<file path="src/rtl/csb_pkg.sv">
package csb_pkg;

  typedef enum logic [1:0] {
    DF_BUSY   = 2'd0,
    DF_PHASE1 = 2'd1,
    DF_PHASE2 = 2'd2,
    DF_DONE   = 2'd3
  } defer_state_t;

  function automatic int cnt_width(input int limit);
    return (limit < 2) ? 1 : $clog2(limit);
  endfunction

endpackage

</file>
<file path="src/rtl/csb_tick_counter.sv">
module csb_tick_counter #(
  parameter int LIMIT = 40
) (
  input  logic clk,
  input  logic rst,
  input  logic tick,
  input  logic run,
  input  logic clr,
  output logic expire
);
  import csb_pkg::*;

  localparam int CW = cnt_width(LIMIT);
  localparam logic [CW-1:0] LAST = CW'(LIMIT - 1);

  logic [CW-1:0] cnt;

  assign expire = run & tick & ~clr & (cnt == LAST);

  always_ff @(posedge clk) begin
    if (rst) begin
      cnt <= '0;
    end else if (clr || expire) begin
      cnt <= '0;
    end else if (run && tick) begin
      cnt <= cnt + 1'b1;
    end
  end

endmodule

</file>
<file path="src/rtl/csb_blinder.sv">
module csb_blinder #(
  parameter int BLIND_TICKS = 40
) (
  input  logic clk,
  input  logic rst,
  input  logic bit_tick,
  input  logic crs_raw,
  input  logic tx_active,
  output logic crs_gated
);

  logic armed;
  logic blind;
  logic blind_end;

  csb_tick_counter #(.LIMIT(BLIND_TICKS)) u_blind_cnt (
    .clk    (clk),
    .rst    (rst),
    .tick   (bit_tick),
    .run    (blind),
    .clr    (~blind),
    .expire (blind_end)
  );

  always_ff @(posedge clk) begin
    if (rst) begin
      armed     <= 1'b0;
      blind     <= 1'b0;
      crs_gated <= 1'b0;
    end else begin
      crs_gated <= crs_raw & ~blind;
      if (tx_active) begin
        armed <= armed | crs_raw;
        blind <= 1'b0;
      end else if (armed && !crs_raw) begin
        armed <= 1'b0;
        blind <= 1'b1;
      end else if (blind_end) begin
        blind <= 1'b0;
      end
    end
  end

  // an open window keeps the gated carrier low on the next edge
  assert_blind_masks_R3: assert property (@(posedge clk) disable iff (rst)
    blind |=> !crs_gated);

  // a window can only open after a transmission that saw carrier
  assert_no_arm_no_blind_R4: assert property (@(posedge clk) disable iff (rst)
    (!armed && !blind) |=> !blind);

  // transmission closes the window
  assert_tx_closes_blind_R5: assert property (@(posedge clk) disable iff (rst)
    tx_active |=> !blind);

endmodule

</file>
<file path="src/rtl/csb_deferral.sv">
module csb_deferral #(
  parameter int PART1_TICKS = 60,
  parameter int PART2_TICKS = 36
) (
  input  logic clk,
  input  logic rst,
  input  logic bit_tick,
  input  logic crs_gated,
  input  logic tx_active,
  input  logic two_part_off,
  output logic defer_done
);
  import csb_pkg::*;

  defer_state_t state, state_nx;
  logic [1:0] ph_run, ph_clr, ph_exp;

  assign ph_run[0] = (state == DF_PHASE1);
  assign ph_clr[0] = (state != DF_PHASE1) | crs_gated;
  assign ph_run[1] = (state == DF_PHASE2);
  assign ph_clr[1] = (state != DF_PHASE2);

  generate
    for (genvar g = 0; g < 2; g++) begin : g_phase
      csb_tick_counter #(.LIMIT((g == 0) ? PART1_TICKS : PART2_TICKS)) u_cnt (
        .clk    (clk),
        .rst    (rst),
        .tick   (bit_tick),
        .run    (ph_run[g]),
        .clr    (ph_clr[g]),
        .expire (ph_exp[g])
      );
    end
  endgenerate

  always_comb begin
    state_nx = state;
    if (tx_active) begin
      state_nx = DF_BUSY;
    end else begin
      case (state)
        DF_BUSY:   if (!crs_gated) state_nx = DF_PHASE1;
        DF_PHASE1: if (ph_exp[0]) state_nx = DF_PHASE2;
        DF_PHASE2: begin
          if (two_part_off && crs_gated) state_nx = DF_PHASE1;
          else if (ph_exp[1])            state_nx = DF_DONE;
        end
        DF_DONE:   if (crs_gated) state_nx = DF_PHASE1;
        default:   state_nx = DF_BUSY;
      endcase
    end
  end

  always_ff @(posedge clk) begin
    if (rst) state <= DF_BUSY;
    else     state <= state_nx;
  end

  assign defer_done = (state == DF_DONE);

  // transmission always withdraws permission on the next edge
  assert_tx_clears_done_R5: assert property (@(posedge clk) disable iff (rst)
    tx_active |=> !defer_done);

  // permission is only granted at the end of phase two
  assert_done_from_p2_R6: assert property (@(posedge clk) disable iff (rst)
    $rose(defer_done) |-> $past(state == DF_PHASE2));

  // carrier in phase two with the split enabled does not restart the gap
  assert_p2_carrier_ignored_R8: assert property (@(posedge clk) disable iff (rst)
    (state == DF_PHASE2 && !two_part_off && crs_gated && !tx_active)
      |=> state != DF_PHASE1);

  // carrier in phase two with the split disabled restarts the gap
  assert_p2_carrier_restarts_R9: assert property (@(posedge clk) disable iff (rst)
    (state == DF_PHASE2 && two_part_off && crs_gated && !tx_active)
      |=> state == DF_PHASE1);

  // carrier withdraws permission
  assert_done_carrier_R10: assert property (@(posedge clk) disable iff (rst)
    (defer_done && crs_gated && !tx_active) |=> !defer_done);

endmodule

</file>
<file path="src/rtl/csb_defer_top.sv">
module csb_defer_top #(
  parameter int BLIND_TICKS = 40,
  parameter int PART1_TICKS = 60,
  parameter int PART2_TICKS = 36
) (
  input  logic clk,
  input  logic rst,
  input  logic bit_tick,
  input  logic crs_raw,
  input  logic tx_active,
  input  logic two_part_off,
  output logic crs_masked,
  output logic defer_done
);

  logic crs_gated;

  csb_blinder #(.BLIND_TICKS(BLIND_TICKS)) u_blinder (
    .clk       (clk),
    .rst       (rst),
    .bit_tick  (bit_tick),
    .crs_raw   (crs_raw),
    .tx_active (tx_active),
    .crs_gated (crs_gated)
  );

  csb_deferral #(
    .PART1_TICKS (PART1_TICKS),
    .PART2_TICKS (PART2_TICKS)
  ) u_deferral (
    .clk          (clk),
    .rst          (rst),
    .bit_tick     (bit_tick),
    .crs_gated    (crs_gated),
    .tx_active    (tx_active),
    .two_part_off (two_part_off),
    .defer_done   (defer_done)
  );

  assign crs_masked = crs_gated;

  // outputs stay low on the first edge after reset
  assert_reset_quiet_R1: assert property (@(posedge clk)
    $past(rst) |-> (!crs_masked && !defer_done));

endmodule

</file>
<file path="config.mk">
export PLATFORM = sky130hd
export DESIGN_NAME = csb_defer_top
export DESIGN_NICKNAME = d
export VERILOG_FILES = /design/src/rtl/csb_pkg.sv /design/src/rtl/csb_tick_counter.sv /design/src/rtl/csb_blinder.sv /design/src/rtl/csb_deferral.sv /design/src/rtl/csb_defer_top.sv
export SDC_FILE = /design/constraint.sdc
export NUM_CORES = 1
export LEC_CHECK = 0
export ABC_AREA = 1
export ABC_CLOCK_PERIOD_IN_PS = 2000
export BUFFER_PORTS_ARGS = -buffer_cell sky130_fd_sc_hd__buf_4
export CAP_MARGIN = 15
export CORE_ASPECT_RATIO = 0.9
export CORE_MARGIN = 2
export CORE_UTILIZATION = 61
export CTS_BUF_LIST = sky130_fd_sc_hd__clkbuf_4 sky130_fd_sc_hd__clkbuf_8 sky130_fd_sc_hd__clkbuf_16
export DETAILED_ROUTE_END_ITERATION = 10
export HOLD_SLACK_MARGIN = 0.05
export PLACE_DENSITY = 0.89
export RECOVER_POWER = 25
export SYNTH_ARGS = -nofsm -noshare
export SYNTH_HDL_FRONTEND = slang
export SYNTH_SLANG_ARGS = --single-unit
</file>
<file path="constraint.sdc">
create_clock -name clk -period 2 [get_ports clk]
set_input_delay 0.3 -clock clk [delete_from_list [all_inputs] [get_ports clk]]
set_output_delay 0.3 -clock clk [all_outputs]
set_load 0.01 [all_outputs]
</file>
After elaboration in Yosys (flattened, before gate mapping). Index checks and enable logic that the tools add are counted.

Add/subtract/negate cells: 3. Equal/unequal tests: 12. Mux-type cells: 10. Bitwise logic cells: 15. Reductions and logical operators: 17.

Operators with widths (count): adder 6 x 1 -> 6 bit (second input constant) (3); == test 6 bit (second input constant) (3); bitwise AND 1 bit (10); two-way mux 2 bit (5); case mux 2 bit (4 select lines) (1); OR reduction 2 bit (4); inequality test 2 x 1 -> 1 bit (second input constant) (3); logical AND 1 bit (5); == test 2 bit (second input constant) (2); two-way mux 1 bit (4); inequality test 2 bit (second input constant) (2); AND reduction 4 bit (1); nonzero test 2 bit (2); logical OR 1 bit (3); inequality test 3 x 1 -> 1 bit (second input constant) (1); inverter 1 bit (3); == test 2 x 1 -> 1 bit (second input constant) (1); logical NOT 2 bit (1); OR 1 bit (2); logical NOT 1 bit (1).

Register bits: 23. Bits of input ports: 6. Output and inout bits: 2. Word-level logic and storage cells: 64.

Logic depth before layout (Yosys ltp).
Depth in word-level cells: 7. Depth in mapped cells: 10.

Modules after synthesis. A second synthesis with hierarchy kept.

Cell total of the unflattened synthesis: 209. Area total of the unflattened synthesis: 1493.9 um^2.

By module, submodules not included: csb_tick_counter at u_deferral.g_phase[1].u_cnt (instances 1, cells each 51, area an instance 382.9 um^2, seq. area each 120.1 um^2); csb_tick_counter at u_deferral.g_phase[0].u_cnt (instances 1, cells each 52, area an instance 372.9 um^2, seq. area each 120.1 um^2); csb_tick_counter at u_blinder.u_blind_cnt (instances 1, cells each 53, area an instance 370.4 um^2, seq. area each 120.1 um^2); csb_deferral (instances 1, cells each 37, area an instance 250.2 um^2, seq. area each 40.0 um^2); csb_blinder (instances 1, cells each 16, area an instance 117.6 um^2, seq. area each 60.1 um^2).

Worst setup path after synthesis. No wires, ideal clock.

Kind: register -> register. Start: register u_deferral.state[0]. End: register u_deferral.state[1]. Arrival time: 1.227 ns. Setup slack: 0.712 ns. Stages on the path, launching flop included: 9. Path buffers: 0. Clock period less this slack: 1.288 ns. Cells stage by stage: dfxtp_1 inv_1 ha_1 a21boi_0 a21oi_1 nand2_1 nand2_1 nand2_1 nor2_2.

Longest elaborated chain between the ends: 7. Elaborated cells between the ends (all ways): 21. Classes of those cells: 9 x eq/ne; 1 x mux; 9 x bitwise; 2 x reduce/logical.

Ends and longest elaborated chain: start, declared (line csb_deferral.sv:15) `defer_state_t state, state_nx;`; start signal, assigned (line csb_deferral.sv:56) `else state <= state_nx;`; inequality test 2 x 1 -> 1 bit (line csb_deferral.sv:19) `assign ph_clr[0] = (state != DF_PHASE1) | crs_gated;`; OR 1 bit (line csb_deferral.sv:19); inverter 1 bit (line csb_tick_counter.sv:18) `assign expire = run & tick & ~clr & (cnt == LAST);`; bitwise AND 1 bit (2 in series) (line csb_tick_counter.sv:18); inequality test 2 x 1 -> 1 bit (no source line); AND reduction 4 bit (no source line).

Several ways; a longest one is shown, not always the timed one. A chain may end at the register's enable or synchronous reset.

Worst setup path in the final report.
Start: register u_deferral.state[1]. End: register u_deferral.g_phase[0].u_cnt.cnt[2].

Longest elaborated chain between the ends: 7. Elaborated cells between the ends (all ways): 10. Classes of those cells: 2 x eq/ne; 5 x bitwise; 3 x reduce/logical.

Ends and longest elaborated chain: inequality test 2 x 1 -> 1 bit (line csb_deferral.sv:19); OR 1 bit (line csb_deferral.sv:19); inverter 1 bit (line csb_tick_counter.sv:18); bitwise AND 1 bit (2 in series) (line csb_tick_counter.sv:18); logical OR 1 bit (line csb_tick_counter.sv:23) `end else if (clr || expire) begin`; OR reduction 2 bit (no source line); end signal, assigned (line csb_tick_counter.sv:26) `cnt <= cnt + 1'b1;`; end, declared (line csb_tick_counter.sv:16) `logic [CW-1:0] cnt;`.

Several ways; a longest one is shown, not always the timed one.

==> impl_metrics.json <==
{
  "viasPerCell": 5.053,
  "max_slew.worst_pin.slew_ns": 0.2805,
  "place_hpwl_mm": 1.541,
  "critPathTopFamily": "simple AND/OR/NAND/NOR gates",
  "maxSlewViolCount": 0,
  "startpoint": "u_deferral.state[1]$_SDFFE_PP0P_",
  "drc": 0,
  "rsz0062_at_grt": "no",
  "place_ws_ns": 0.5368,
  "synthCells": 153,
  "tritoncts": "done",
  "numCtsBuffers": 3,
  "place.gp.congestion": 0.7787,
  "p_leak_uw": 0.0004545,
  "drt_pre_antenna_iters": 4,
  "synth_edf_count": 0,
  "path_cells": "inv_1, ha_1, nand2_1, nor2_2, nand3b_1, nand3_1, nor3b_1",
  "die_x_um": 49.62,
  "final_nets": 178,
  "fillers": 148,
  "cts.root.buffer_cell": "clkbuf_4",
  "ys_ff_latch": 23,
  "synthMostInstantiatedCell": "nand2_1",
  "port-buffer-count": 7,
  "slowest_stage": "dfxtp_1",
  "status": "completed",
  "rows": 14,
  "worstSetupEndpointType": "register",
  "reg2reg_to": "u_deferral.g_phase[0].u_cnt.cnt[2]$_SDFFE_PP0P_",
  "worstPathRequired_ns": 2.24,
  "drive_above_1_share": 0.1280,
  "timing.rr.start": "u_deferral.state[1]$_SDFFE_PP0P_",
  "path_buf_inv": 1,
  "grtUsageTotal": 0.1971,
  "reg2reg_depth": 7,
  "clockPowerShare": 0.295,
  "drtAntennaViolNets": 0,
  "wl_mm": 1.949,
  "p_comb_frac": 0.079,
  "seq_area_um2": 460.4,
  "grt_pass1_wl_mm": 3.360,
  "slew_headroom": 0.8125,
  "rrSetupSlack_ns": 0.48,
  "cts.sinks": 23,
  "clk_latency_ns": 0.31,
  "synth_top_area_frac": 0.4031,
  "ys.flop_type": "dfxtp_1",
  "multiInputGateArea_um2": 594.3,
  "design_area_um2": 1246,
  "cts-htree-levels": 1,
  "post-cts-setup-buffer-count": 0,
  "num_io_pins": 8,
  "start_util": 0.6655,
  "antenna_found_initial": 0,
  "hp-class": "in2reg",
  "clk_pin_slew_ns": 0.13,
  "max_stage_delay_ns": 0.38,
  "cts.path.max_buffers": 2,
  "startpoint_type": "register",
  "syn_avg_cell_area_um2": 7.466,
  "power_uw": 750.2,
  "endpoint": "u_deferral.g_phase[0].u_cnt.cnt[2]$_SDFFE_PP0P_",
  "timing.final.ws_setup_ns": 0.4834,
  "drv_cap": 0,
  "grt_max_degree": 15,
  "drt_iter0_markers": 11,
  "globalRouteOverflowTotal": 0,
  "vias": 950,
  "p_switching_uw": 187.0,
  "swShare": 0.2493,
  "utilization": 0.7259,
  "hold_viol": 0,
  "setup_viol_count_final": 0,
  "critical_path_depth": 7,
  "powerDensity_nw_per_um2": 602.0,
  "fp.coreArea_um2": 1717,
  "synthTopCellsByArea": "dfxtp_1 40%, nand2_1 10%, ha_1 7.7%",
  "min_period_ns": 1.517,
  "synth_area_um2": 1142,
  "p_int_uw": 563.2,
  "period_share": 0.7583,
  "netlist-cell-type-count": 25,
  "p_seq_frac": 0.626,
  "yosys.area.top_type": "dfxtp_1",
  "dieArea_um2": 2235,
  "fin_skew_ns": 0.001718,
  "yosysSeqAreaShare": 0.4031,
  "grt_pass1_vias": 878,
  "synthesis.nets": 166,
  "cts_hold_buf": 0,
  "vdd_ir_drop_max_mv": 0.4873,
  "synthesis.yosys.warnings": 0,
  "ys_top_cells_by_count": "31 x nand2_1, 23 x dfxtp_1, 19 x inv_1, 19 x nor2_1, 11 x a21oi_1",
  "postSynth.asyncResetShare": 0,
  "crit_fanout": 6,
  "critical_path_class": "reg2reg",
  "drt-wirelength-per-cell_um": 10.37,
  "die_y_um": 45.06,
  "ctsResizeCount": 0,
  "placed_cell_area_um2": 1225,
  "arrival_ns": 1.76,
  "max_freq_ghz": 0.6594,
  "fin_tns_setup_ns": 0,
  "syn2layout_area_growth_pct": 9.091,
  "n_antenna_cell": 0
}
[per-stage QoR]
stage | hold slack [ns] | cells
3_5_place_dp | 0.4410 | 184
3_3_place_gp | 0.4423 | 184
5_1_grt | 0.2215 | 188
4_1_cts | 0.2259 | 188
2_1_floorplan | 0.4107 | 153
6_report | 0.2378 | 188
[worst min-delay path: stages]
cell,delay [ns]
buf_4,0.12
nand2_1,0.06
nor2_1,0.04
[layout make-up]
class	count	share of cell area
multi-input combinational	108	0.4769
sequential	23	0.3695
inverter	22	0.06626
timing repair buffer	7	0.03916
tap	24	0.02410
clock buffer	3	0.01807
clock inverter	1	0.006024
[registers in the layout (all words and copies together), names as in the netlist]
| register | flops |
|---|---|
| u_blinder.armed | 1 |
| u_blinder.blind | 1 |
| u_blinder.crs_gated | 1 |
| u_blinder.u_blind_cnt.cnt | 6 |
| u_deferral.g_phase.u_cnt.cnt | 12 |
| u_deferral.state | 2 |
[power groups by stage]
stage	logic, µW	clock network [µW]	registers (µW)
detailed placement	59.3	0	479
finish	59.4	222	469
global placement	56.9	0	479
global route	66.2	243	470
CTS	60.1	230	469
floorplan	38.3	0	479
[worst min-delay path by stage]
stage	start	endpoint	slack, ns	depth (start not counted)
after floorplan	u_blinder.blind$_SDFFE_PP0P_	u_blinder.crs_gated$_SDFF_PP0_	0.41	1
after global placement	u_blinder.blind$_SDFFE_PP0P_	u_blinder.crs_gated$_SDFF_PP0_	0.44	1
after detailed placement	u_blinder.blind$_SDFFE_PP0P_	u_blinder.crs_gated$_SDFF_PP0_	0.44	1
after CTS	crs_raw	u_blinder.crs_gated$_SDFF_PP0_	0.23	3
after global routing	crs_raw	u_blinder.crs_gated$_SDFF_PP0_	0.22	3
final	crs_raw	u_blinder.crs_gated$_SDFF_PP0_	0.24	3
[layout by cell type, fill, tap and decap left out, types with 2 or more instances in the layout]
cell type and instances:
ha_1 7, nand4_1 2, nand2_2 2, clkinv_1 2, nor3b_1 2, nor3_1 3, clkbuf_4 3, nand2_1 31
nor2_2 6, dfxtp_1 23, nor2_1 19, a21oi_1 11, inv_1 19, nand3_1 8, xor2_1 5, o21ai_0 4
buf_4 6
[layer usage]
layer,vias up,share of wire,GRT usage
li1,505,-,-
met1,430,0.46,0.2101
met2,15,0.51,0.3920
met3,0,0.035,0.05960
met4,0,0,0.03333
met5,-,0,0
[logic make-up after synthesis]
group           count (synthesis)  share of synthesized area
buf+inv                        22                    0.07229
fa+ha+maj                       7                    0.07667
compound gates                 17                    0.07886
flops                          23                     0.4031
xor+xnor                        6                    0.04600
simple gates                   78                     0.3231
Power figures use the tool's default switching activity.
